--- config.mk ---
export PLATFORM = sky130hd
export DESIGN_NAME = lpm_ctrl
export DESIGN_NICKNAME = d
export VERILOG_FILES = /design/src/rtl/lpm_pkg.sv /design/src/rtl/lpm_wake.sv /design/src/rtl/lpm_seq.sv /design/src/rtl/lpm_ctrl.sv
export SDC_FILE = /design/constraint.sdc
export NUM_CORES = 1
export LEC_CHECK = 0
export ABC_CLOCK_PERIOD_IN_PS = 3700
export CAP_MARGIN = 0
export CELL_PAD_IN_SITES_DETAIL_PLACEMENT = 0
export CELL_PAD_IN_SITES_GLOBAL_PLACEMENT = 1
export CORE_AREA = 5 5 75 84
export CTS_CLUSTER_DIAMETER = 60
export DETAILED_ROUTE_END_ITERATION = 10
export DIE_AREA = 0 0 80 89
export DONT_BUFFER_PORTS = 1
export PLACE_DENSITY = 0.8
export SYNTH_ARGS = -nofsm -noshare
export SYNTH_HDL_FRONTEND = slang
export SYNTH_SLANG_ARGS = --single-unit
--- constraint.sdc ---
create_clock -name clk -period 3.7 [get_ports clk]
set_input_delay 0.74 -clock clk [delete_from_list [all_inputs] [get_ports clk]]
set_output_delay 0.74 -clock clk [all_outputs]
set_load 0.02 [all_outputs]
--- src/rtl/lpm_pkg.sv ---
package lpm_pkg;
  typedef enum logic [2:0] {
    ST_RUN, ST_GATE, ST_ISO, ST_PDN, ST_SLP, ST_PUP, ST_UISO
  } lpm_st_e;

  typedef enum logic [1:0] {
    CAUSE_RST = 2'd0,
    CAUSE_PIN = 2'd1,
    CAUSE_TMR = 2'd2
  } lpm_cause_e;
endpackage

--- src/rtl/lpm_wake.sv ---
module lpm_wake #(
  parameter int NPIN = 32,
  parameter int TW   = 16,
  localparam int PW  = $clog2(NPIN)
) (
  input  logic            clk,
  input  logic            rst_n,
  input  logic [NPIN-1:0] pins,
  input  logic [NPIN-1:0] mask,
  input  logic            tick,
  input  logic [TW-1:0]   reload,
  input  logic            tmr_on,
  input  logic            slp_active,
  output logic            pin_hit,
  output logic [PW-1:0]   first_pin,
  output logic            tmr_fire
);
  logic [NPIN-1:0] hit;
  logic [TW-1:0]   cnt_q, cnt_d;

  assign hit     = pins & mask;
  assign pin_hit = |hit;

  always_comb begin
    first_pin = '0;
    for (int i = NPIN - 1; i >= 0; i--) begin
      if (hit[i]) first_pin = PW'(i);
    end
  end

  always_comb begin
    cnt_d    = cnt_q;
    tmr_fire = 1'b0;
    if (!slp_active) begin
      cnt_d = reload;
    end else if (tick) begin
      if (cnt_q == '0) tmr_fire = tmr_on;
      else             cnt_d = cnt_q - 1'b1;
    end
  end

  always_ff @(posedge clk or negedge rst_n) begin
    if (!rst_n) cnt_q <= '0;
    else        cnt_q <= cnt_d;
  end


  first_pin_chk: assert property (@(posedge clk) disable iff (!rst_n)
    pin_hit |-> (pins[first_pin] && mask[first_pin]));


  tmr_count_chk: assert property (@(posedge clk) disable iff (!rst_n)
    (slp_active && tick && cnt_q != '0) |=> (cnt_q == $past(cnt_q) - 1'b1));
endmodule

--- src/rtl/lpm_seq.sv ---
module lpm_seq
  import lpm_pkg::*;
#(
  parameter int NPIN     = 32,
  parameter int NBANK    = 3,
  parameter int NOSC     = 4,
  parameter int SLOW_OSC = 2,
  localparam int LW      = $clog2(NBANK + 1),
  localparam int PW      = $clog2(NPIN)
) (
  input  logic             clk,
  input  logic             rst_n,
  input  logic             sleep_req,
  input  logic [LW-1:0]    ret_lvl,
  input  logic [NOSC-1:0]  osc_keep,
  input  logic             tmr_en,
  input  logic             clk_release,
  input  logic             pin_hit,
  input  logic [PW-1:0]    first_pin,
  input  logic             tmr_fire,
  input  logic             pwr_ack,
  input  logic [NBANK-1:0] ram_ack,
  output logic             tmr_on,
  output logic             slp_active,
  output logic             clk_en,
  output logic             iso_en,
  output logic             pwr_en,
  output logic [NBANK-1:0] ram_pwr,
  output logic             dom_rst,
  output logic [NOSC-1:0]  osc_en,
  output logic             irc_sel,
  output logic             run_mode,
  output logic [1:0]       cause_kind,
  output logic [PW-1:0]    cause_pin
);
  lpm_st_e          st_q, st_d;
  logic [NBANK-1:0] ret_q, ret_map;
  logic [NOSC-1:0]  keep_q;
  logic             ten_q;
  logic             accept, wake_now, off_phase;
  lpm_cause_e       cause_q, cause_d;
  logic [PW-1:0]    cpin_q, cpin_d;
  logic             irc_q, irc_d;

  always_comb begin
    int lvl;
    lvl = int'(ret_lvl);
    if (lvl < 1)     lvl = 1;
    if (lvl > NBANK) lvl = NBANK;
    ret_map = '0;
    for (int b = 0; b < NBANK; b++) begin
      if (b < lvl) ret_map[b] = 1'b1;
    end
  end

  assign accept = (st_q == ST_RUN) && sleep_req;

  always_comb begin
    st_d     = st_q;
    wake_now = 1'b0;
    unique case (st_q)
      ST_RUN:  if (sleep_req) st_d = ST_GATE;
      ST_GATE: begin st_d = pin_hit ? ST_RUN : ST_ISO; wake_now = pin_hit; end
      ST_ISO:  begin st_d = pin_hit ? ST_RUN : ST_PDN; wake_now = pin_hit; end
      ST_PDN: begin
        if (pin_hit) begin
          st_d = ST_PUP; wake_now = 1'b1;
        end else if (!pwr_ack && ram_ack == ret_q) begin
          st_d = ST_SLP;
        end
      end
      ST_SLP: if (pin_hit || tmr_fire) begin st_d = ST_PUP; wake_now = 1'b1; end
      ST_PUP:  if (pwr_ack && (&ram_ack)) st_d = ST_UISO;
      ST_UISO: st_d = ST_RUN;
      default: st_d = ST_RUN;
    endcase
  end

  always_comb begin
    cause_d = cause_q;
    cpin_d  = cpin_q;
    if (wake_now) begin
      cause_d = pin_hit ? CAUSE_PIN : CAUSE_TMR;
      cpin_d  = pin_hit ? first_pin : '0;
    end
    irc_d = irc_q;
    if (st_q == ST_PUP)                      irc_d = 1'b1;
    else if (st_q == ST_RUN && clk_release)  irc_d = 1'b0;
  end

  always_ff @(posedge clk or negedge rst_n) begin
    if (!rst_n) begin
      st_q    <= ST_RUN;
      ret_q   <= '1;
      keep_q  <= '1;
      ten_q   <= 1'b0;
      cause_q <= CAUSE_RST;
      cpin_q  <= '0;
      irc_q   <= 1'b1;
    end else begin
      st_q    <= st_d;
      cause_q <= cause_d;
      cpin_q  <= cpin_d;
      irc_q   <= irc_d;
      if (accept) begin
        ret_q  <= ret_map;
        keep_q <= osc_keep;
        ten_q  <= tmr_en;
      end
    end
  end

  assign off_phase  = (st_q == ST_PDN) || (st_q == ST_SLP);
  assign slp_active = (st_q == ST_SLP);
  assign tmr_on     = ten_q;
  assign run_mode   = (st_q == ST_RUN);
  assign clk_en     = (st_q == ST_RUN) || (st_q == ST_UISO);
  assign iso_en     = (st_q == ST_ISO) || off_phase || (st_q == ST_PUP);
  assign pwr_en     = !off_phase;
  assign ram_pwr    = off_phase ? ret_q : '1;
  assign dom_rst    = (st_q == ST_PUP) || (st_q == ST_UISO);
  assign irc_sel    = irc_q;
  assign cause_kind = cause_q;
  assign cause_pin  = cpin_q;

  always_comb begin
    osc_en = '1;
    if (off_phase) begin
      osc_en = keep_q;
      if (ten_q) osc_en[SLOW_OSC] = 1'b1;
    end
  end


  iso_before_off_chk: assert property (@(posedge clk) disable iff (!rst_n)
    $fell(pwr_en) |-> ($past(iso_en) && !clk_en));


  rst_after_clk_chk: assert property (@(posedge clk) disable iff (!rst_n)
    $fell(dom_rst) |-> ($past(clk_en) && !iso_en));


  abort_run_chk: assert property (@(posedge clk) disable iff (!rst_n)
    ((st_q == ST_GATE || st_q == ST_ISO) && pin_hit) |=> (run_mode && pwr_en));


  ret_thermo_chk: assert property (@(posedge clk) disable iff (!rst_n)
    ram_pwr[0] && (((ram_pwr + 1'b1) & ram_pwr) == '0));


  irc_on_exit_chk: assert property (@(posedge clk) disable iff (!rst_n)
    $rose(dom_rst) |=> irc_sel);


  tmr_cause_chk: assert property (@(posedge clk) disable iff (!rst_n)
    (slp_active && tmr_fire && !pin_hit) |=> (cause_kind == CAUSE_TMR && dom_rst));
endmodule

--- src/rtl/lpm_ctrl.sv ---
module lpm_ctrl #(
  parameter int NPIN     = 32,
  parameter int NBANK    = 3,
  parameter int NOSC     = 4,
  parameter int SLOW_OSC = 2,
  parameter int TW       = 16,
  localparam int LW      = $clog2(NBANK + 1),
  localparam int PW      = $clog2(NPIN)
) (
  input  logic             clk,
  input  logic             rst_n,
  input  logic             sleep_req,
  input  logic [LW-1:0]    ret_lvl,
  input  logic [NOSC-1:0]  osc_keep,
  input  logic             tmr_en,
  input  logic [TW-1:0]    tmr_reload,
  input  logic             tick_slow,
  input  logic [NPIN-1:0]  wake_pins,
  input  logic [NPIN-1:0]  wake_mask,
  input  logic             clk_release,
  input  logic             pwr_ack,
  input  logic [NBANK-1:0] ram_ack,
  output logic             clk_en,
  output logic             iso_en,
  output logic             pwr_en,
  output logic [NBANK-1:0] ram_pwr,
  output logic             dom_rst,
  output logic [NOSC-1:0]  osc_en,
  output logic             irc_sel,
  output logic             run_mode,
  output logic             sleep_mode,
  output logic [1:0]       cause_kind,
  output logic [PW-1:0]    cause_pin
);
  logic          rs_q1, rs_q2;
  logic          pin_hit, tmr_fire, tmr_on, slp_active;
  logic [PW-1:0] first_pin;

  always_ff @(posedge clk or negedge rst_n) begin
    if (!rst_n) begin
      rs_q1 <= 1'b0;
      rs_q2 <= 1'b0;
    end else begin
      rs_q1 <= 1'b1;
      rs_q2 <= rs_q1;
    end
  end

  lpm_wake #(.NPIN(NPIN), .TW(TW)) u_wake (
    .clk(clk), .rst_n(rs_q2), .pins(wake_pins), .mask(wake_mask),
    .tick(tick_slow), .reload(tmr_reload), .tmr_on(tmr_on),
    .slp_active(slp_active), .pin_hit(pin_hit), .first_pin(first_pin),
    .tmr_fire(tmr_fire)
  );

  lpm_seq #(.NPIN(NPIN), .NBANK(NBANK), .NOSC(NOSC), .SLOW_OSC(SLOW_OSC)) u_seq (
    .clk(clk), .rst_n(rs_q2), .sleep_req(sleep_req), .ret_lvl(ret_lvl),
    .osc_keep(osc_keep), .tmr_en(tmr_en), .clk_release(clk_release),
    .pin_hit(pin_hit), .first_pin(first_pin), .tmr_fire(tmr_fire),
    .pwr_ack(pwr_ack), .ram_ack(ram_ack), .tmr_on(tmr_on),
    .slp_active(slp_active), .clk_en(clk_en), .iso_en(iso_en),
    .pwr_en(pwr_en), .ram_pwr(ram_pwr), .dom_rst(dom_rst), .osc_en(osc_en),
    .irc_sel(irc_sel), .run_mode(run_mode), .cause_kind(cause_kind),
    .cause_pin(cause_pin)
  );

  assign sleep_mode = slp_active;
endmodule

# After elaboration in Yosys (flattened, before gate mapping)
# Cells that the tools add are included.
[word_totals]
mem_bits_rw = 0
latchBits = 0
mem_count = 0
word_cells = 111
out_inout_bits = 21
ff_bits = 37
input_bits = 96
mem_bits_ro = 0
[op_classes]
bitwise = 1
shifts = 0
n_lt_le_gt_ge = 5
div = 0
mul = 0
n_addsub = 1
eq_ne = 13
muxes = 61
n_reduce_logical = 20
[ops]
columns = ["operator", "n"]
rows = [
  ["2-to-1 mux 5 bit", 33],
  ["2-to-1 mux 16 bit", 3],
  ["bitwise AND 32 bit", 1],
  ["less-than comparator 1 x 32 -> 1 bit, first input constant", 1],
  ["less-than comparator 2 x 32 -> 1 bit, first input constant", 1],
  ["less-than comparator 3 x 32 -> 1 bit, first input constant", 1],
  ["2-to-1 mux 32 bit", 1],
  ["OR reduction 32 bit", 1],
  ["2-to-1 mux 3 bit", 6],
  ["one-hot mux 3 bit (6 select lines)", 1],
  ["logical NOT 16 bit", 1],
  ["subtractor 16 x 1 -> 16 bit, second input constant", 1],
  ["2-to-1 mux 1 bit", 11],
  ["equality test 3 bit, second input constant", 3],
  ["2-to-1 mux 2 bit", 4],
  ["inequality test 2 bit, second input constant", 4],
  ["equality test 3 x 2 -> 1 bit, second input constant", 2],
  ["logical OR 1 bit", 6],
  ["logical AND 1 bit", 4],
  ["2-to-1 mux 4 bit", 1],
  ["AND reduction 4 bit", 1],
  ["equality test 3 x 1 -> 1 bit, second input constant", 1],
  ["equality test 3 bit", 1],
  ["logical NOT 3 bit", 1],
  ["10 further kinds", 11],
]

# Longest topological paths before layout
[depth]
ltp_word = 34
depth_mapped = 8
ltp_nobuf = 8

# Cells and area by module
# Synthesis repeated with hierarchy kept, for this count alone.
[hier_totals]
hier_cells = 286
hier_area_um2 = 2652.5
[modules_own_cells]
columns = ["mod", "area_per_inst_um2", "seq_area_each_um2", "n_inst", "cells_each"]
rows = [
  ["lpm_wake", 1529.0, 400.4, 1, 190],
  ["lpm_seq", 1069.8, 485.5, 1, 93],
  ["lpm_ctrl", 53.8, 50.0, 1, 3],
]

# Least setup slack after synthesis
# No wires, ideal clock.
[synth_timing]
kind = "in2reg"
start = "input wake_pins[14]"
end = "register u_seq.cpin_q[2] (netlist: u_seq.cause_pin[2])"
required_time_ns = 3.575
slack_ns = 0.611
path_stages = 7
arrival_time_ns = 2.964
setup_time_ns = 0.125
path_buffers = 1
cell_sequence = "a22o_1 -> or4_4 -> or4_1 -> buf_6 -> a31oi_4 -> a2bb2oi_4 -> mux2_4"
[synth_via]
elab_chain_cells = 17
elab_cells_between_ends = 22
cone_classes = "mux (19); bitwise (1); reduce/logical (2)"
[synth_lines]
columns = ["item", "line_no", "text"]
rows = [
  ["from (decl)", "lpm_ctrl.sv:18", "input logic [NPIN-1:0] wake_pins,"],
  ["bitwise AND 32 bit (*)", "lpm_wake.sv:21", "assign hit = pins & mask;"],
  ["2-to-1 mux 5 bit (15 in a row)", "lpm_wake.sv:27", "if (hit[i]) first_pin = PW'(i);"],
  ["2-to-1 mux 5 bit", "lpm_seq.sv:84", "cpin_d = pin_hit ? first_pin : '0;"],
  ["to (signal assigned)", "lpm_seq.sv:103", "cpin_q <= cpin_d;"],
  ["to (decl)", "lpm_seq.sv:42", "logic [PW-1:0] cpin_q, cpin_d;"],
]
# Every way passes the cells marked *; elsewhere a longest branch is shown, timed or not.
# A chain may end at the register's enable or synchronous reset.

# Worst setup path after layout
[layout_timing]
start = "register u_seq.st_q[1]"
end = "output osc_en[2]"
[layout_via]
elab_chain_cells = 3
elab_cells_between_ends = 4
cone_classes = "eq/ne (2); mux (1); reduce/logical (1)"
[layout_lines]
columns = ["item", "line_no", "text"]
rows = [
  ["from (decl)", "lpm_seq.sv:36", "lpm_st_e st_q, st_d;"],
  ["from (signal assigned)", "lpm_seq.sv:101", "st_q <= st_d;"],
  ["equality test 3 x 2 -> 1 bit / equality test 3 bit (equally long branches)", "lpm_seq.sv:113", "assign off_phase = (st_q == ST_PDN) || (st_q == ST_SLP);"],
  ["logical OR 1 bit (*)", "lpm_seq.sv:113", ""],
  ["2-to-1 mux 4 bit (*)", "lpm_seq.sv:128", "if (off_phase) begin"],
  ["to (decl)", "lpm_ctrl.sv:28", "output logic [NOSC-1:0] osc_en,"],
]
# Marks and branches as above.

==> impl_results.md <==
- Final Wtd Congestion: 0.760
- Startpoint Class: register
- # H-tree levels: 2
- Mapped Avg Cell Area: roughly 8.7 um2
- Synth Warn #: 0
- First-pass GRT wire length: 10000 um
- Via density: approximately 5.8
- #FFs+latches synth: 37
- Clock sinks: 37
- # IOs: ~120
- Min cycle time layout: about 2.8 ns
- Via count: 2120
- Number of setup buffers added after CTS: 0
- Longest Clk Path Bufs: 2
- Status: finished, final reports clean
- Final Non-Filler Cells: ~360
- Crit path max fanout: 10
- Post-Syn Nets: ~380
- Resized cells post-CTS: 0
- Post-DRT Antenna Nets: 0
- Final HPWL DP: 4970 um
- Layout area overhead: 7.11%
- CTS tree: built
- Layout cell share with drive strength beyond 1: 0.121
- Inserted Diodes: 0
- Synth cell types: 56
- Class of the worst hold path: input pin to async pin
- Tcrit/Tclk final: 0.765
- IO Port Bufs: 0
- Clk_skew: around 0.012 ns
- Clk root buf: clkbuf_8
- Endpoints failing hold: 0
- PD cells: 614 mW/mm2
- Initial DRC Count: between 100 and 150
- LEAKAGE: 1.09 nW
- FFs w/ async S/R, synth: 1.00
- Max cap viols: 0
- Worst VDD drop: roughly 0.00019 V
- Die height: slightly below 90 um
- Critical Path AT: 2.09 ns
- Crit path required time: 2.96 ns
- Setup tns final: 0 ns
- Worst hold slack: 0.152 ns
- Post-layout nets: roughly 390
- Critical R2R Launch: u_wake.cnt_q[0]$_DFFE_PN0P_
- Final setup violation count: 0
- Initial core utilization: 0.466
- Clk slew on worst S/H paths: about 0.080 ns
- CTS Hold Bufs: 0
- R2R setup slack: 0.91 ns
- Critical Path End Type: output port
- Worst R2R Path Depth: 8
- Reg2reg end: u_wake.cnt_q[3]$_DFFE_PN0P_
- Vias in the first global route: 2245
- Row count: 28
- Post-synth EDFFs: 0
- Prevailing post-synth register cell: dfrtp_1
- Initial antenna violation count: 0
- Filler cell count in the final layout: between 500 and 600
- CP Class: register to output port
- TritonRoute pass-1 iters: 4
- Die Width: approximately 80 um
- Drt total wl: just over 6000 um
- RSZ-0062 raised after global routing: no
- Core Area: around 0.0053 mm2
- WL/cell: approximately 17 um
- Peak Freq: ~350 MHz
- Drt drc: 0
- Largest net degree at the start of global routing: 33
- Placed insts: 356
- Cells after synthesis: 285
- Max-slew violation total from the final report: 0
- Worst skew pair latency: 0.28 ns
- Worst-Margin Slew: around 0.75 ns
- Remaining global-route overflow: 0
- Die area: between 0.007 and 0.008 mm2
- CTS Buf Count: 5
- Global-route usage over all layers: 0.178
- Register area share after synthesis: 0.377
- Max_slew headroom: 0.495
- Post-Syn Area: between 0.002 and 0.0025 mm2
-- worst max path at each step --
stage,depth (start not counted),startpoint,to,slack [ns]
6_report,5,u_seq.st_q[1]$_DFFE_PN0P_,osc_en[2],0.87
3_3_place_gp,6,wake_pins[24],u_seq.cause_pin[3]$_DFFE_PN0P_,0.61
5_1_grt,8,u_wake.cnt_q[0]$_DFFE_PN0P_,u_wake.cnt_q[4]$_DFFE_PN0P_,0.69
3_5_place_dp,6,wake_pins[24],u_seq.cause_pin[4]$_DFFE_PN0P_,0.56
2_1_floorplan,7,wake_pins[14],u_seq.cause_pin[2]$_DFFE_PN0P_,0.61
4_1_cts,6,wake_pins[14],u_seq.cause_pin[4]$_DFFE_PN0P_,0.86
-- sequential cells by signal (all words and copies together), names as in the netlist --
name / cells
u_seq.st_q: 3
u_seq.tmr_on: 1
u_seq.ret_q: 3
u_seq.cause_kind: 2
u_wake.cnt_q: 16
u_seq.keep_q: 4
rs_q1: 1
u_seq.cause_pin: 5
u_seq.irc_sel: 1
rs_q2: 1
-- critical path, stage by stage (launching register included) --
cell     delay, ns
dfrtp_1       0.54
nor2b_1       0.26
nand2_1       0.13
nand2_1       0.24
inv_1         0.18
or3_1         0.44
-- where the power goes --
part | internal [mW] | leakage (nW) | switching, mW
Combinational | 0.262 | 0.605 | 0.347
Sequential | 0.565 | 0.436 | 0.175
Clock | 0.152 | 0.0455 | 0.132
Total | 0.978 | 1.09 | 0.654
-- synthesized netlist by cell type, types with 2 or more instances --
library cell | instances | area share
a21o_1 | 3 | 0.0091
a21oi_1 | 10 | 0.020
a222oi_1 | 2 | 0.0081
a22o_1 | 8 | 0.028
a22oi_1 | 9 | 0.027
a31oi_1 | 4 | 0.010
a32o_1 | 2 | 0.0081
a32oi_1 | 3 | 0.011
and2_1 | 6 | 0.015
clkbuf_1 | 6 | 0.0091
dfrtp_1 | 29 | 0.29
dfstp_2 | 8 | 0.085
inv_1 | 9 | 0.014
mux2_2 | 6 | 0.027
mux2_4 | 3 | 0.018
nand2_1 | 50 | 0.076
nand2b_1 | 7 | 0.018
nand3_1 | 7 | 0.014
nand4_1 | 6 | 0.015
nor2_1 | 20 | 0.030
nor2b_1 | 2 | 0.0050
nor3_1 | 9 | 0.018
nor4_1 | 4 | 0.010
o2111ai_1 | 3 | 0.011
o211ai_1 | 3 | 0.0091
o21ai_0 | 16 | 0.032
o21ai_1 | 3 | 0.0061
or2_2 | 2 | 0.0050
or3_1 | 2 | 0.0050
or4_1 | 2 | 0.0061
xnor2_1 | 4 | 0.014
xor2_1 | 13 | 0.046
-- per-stage QoR --
stage | utilization | power, mW | setup WS [ns] | cell area [um2]
finish | 0.499 | 1.63 | 0.868 | 2660
global route | 0.499 | 1.76 | 0.695 | 2660
CTS | 0.499 | 1.65 | 0.864 | 2660
detailed placement | 0.482 | 1.36 | 0.557 | 2570
global placement | 0.482 | 1.35 | 0.607 | 2570
floorplan | - | 1.24 | 0.611 | 2480
-- routing by layer --
layer / global-route usage / vias to the layer above / part of all wire
met3: 0.0736 / 4 / 0.11
met1: 0.205 / 969 / 0.40
li1: - / 1059 / -
met4: 0.0461 / 0 / 0.0080
met2: 0.306 / 88 / 0.48
met5: 0 / - / 0
-- final cells by class --
| class | count | area [um2] | share of cell area |
|---|---|---|---|
| clock buffer | 8 | 90.1 | 0.0339 |
| inverter | 9 | 33.8 | 0.0127 |
| multi-input combinational | 231 | 1470 | 0.554 |
| sequential | 37 | 936 | 0.352 |
| tap | 75 | 93.8 | 0.0353 |
| timing repair buffer | 4 | 30.0 | 0.0113 |
-- cell usage in the layout, fill, tap and decap left out, drive strengths merged, types with 8 or more instances in the layout --
cell	Yosys	final
a22oi	9	9
nor3	9	9
nor2	20	20
inv	9	9
clkbuf	6	8
dfrtp	29	29
nand2	50	50
a21oi	10	10
dfstp	8	8
o21ai	19	19
a22o	8	8
xor2	13	13
mux2	9	9
-- cell families (layout without fill, tap and decap cells) --
group,after synthesis,after routing,share of synthesized area
xor+xnor,17,17,0.0600
fa+ha+maj,1,1,0.00504
other cells,1,1,0.00151
mux,10,10,0.0494
buf+inv,17,21,0.0288
compound gates,80,80,0.242
flops,37,37,0.377
simple gates,122,122,0.236
Note: power is estimated with default switching activity, not from simulation.
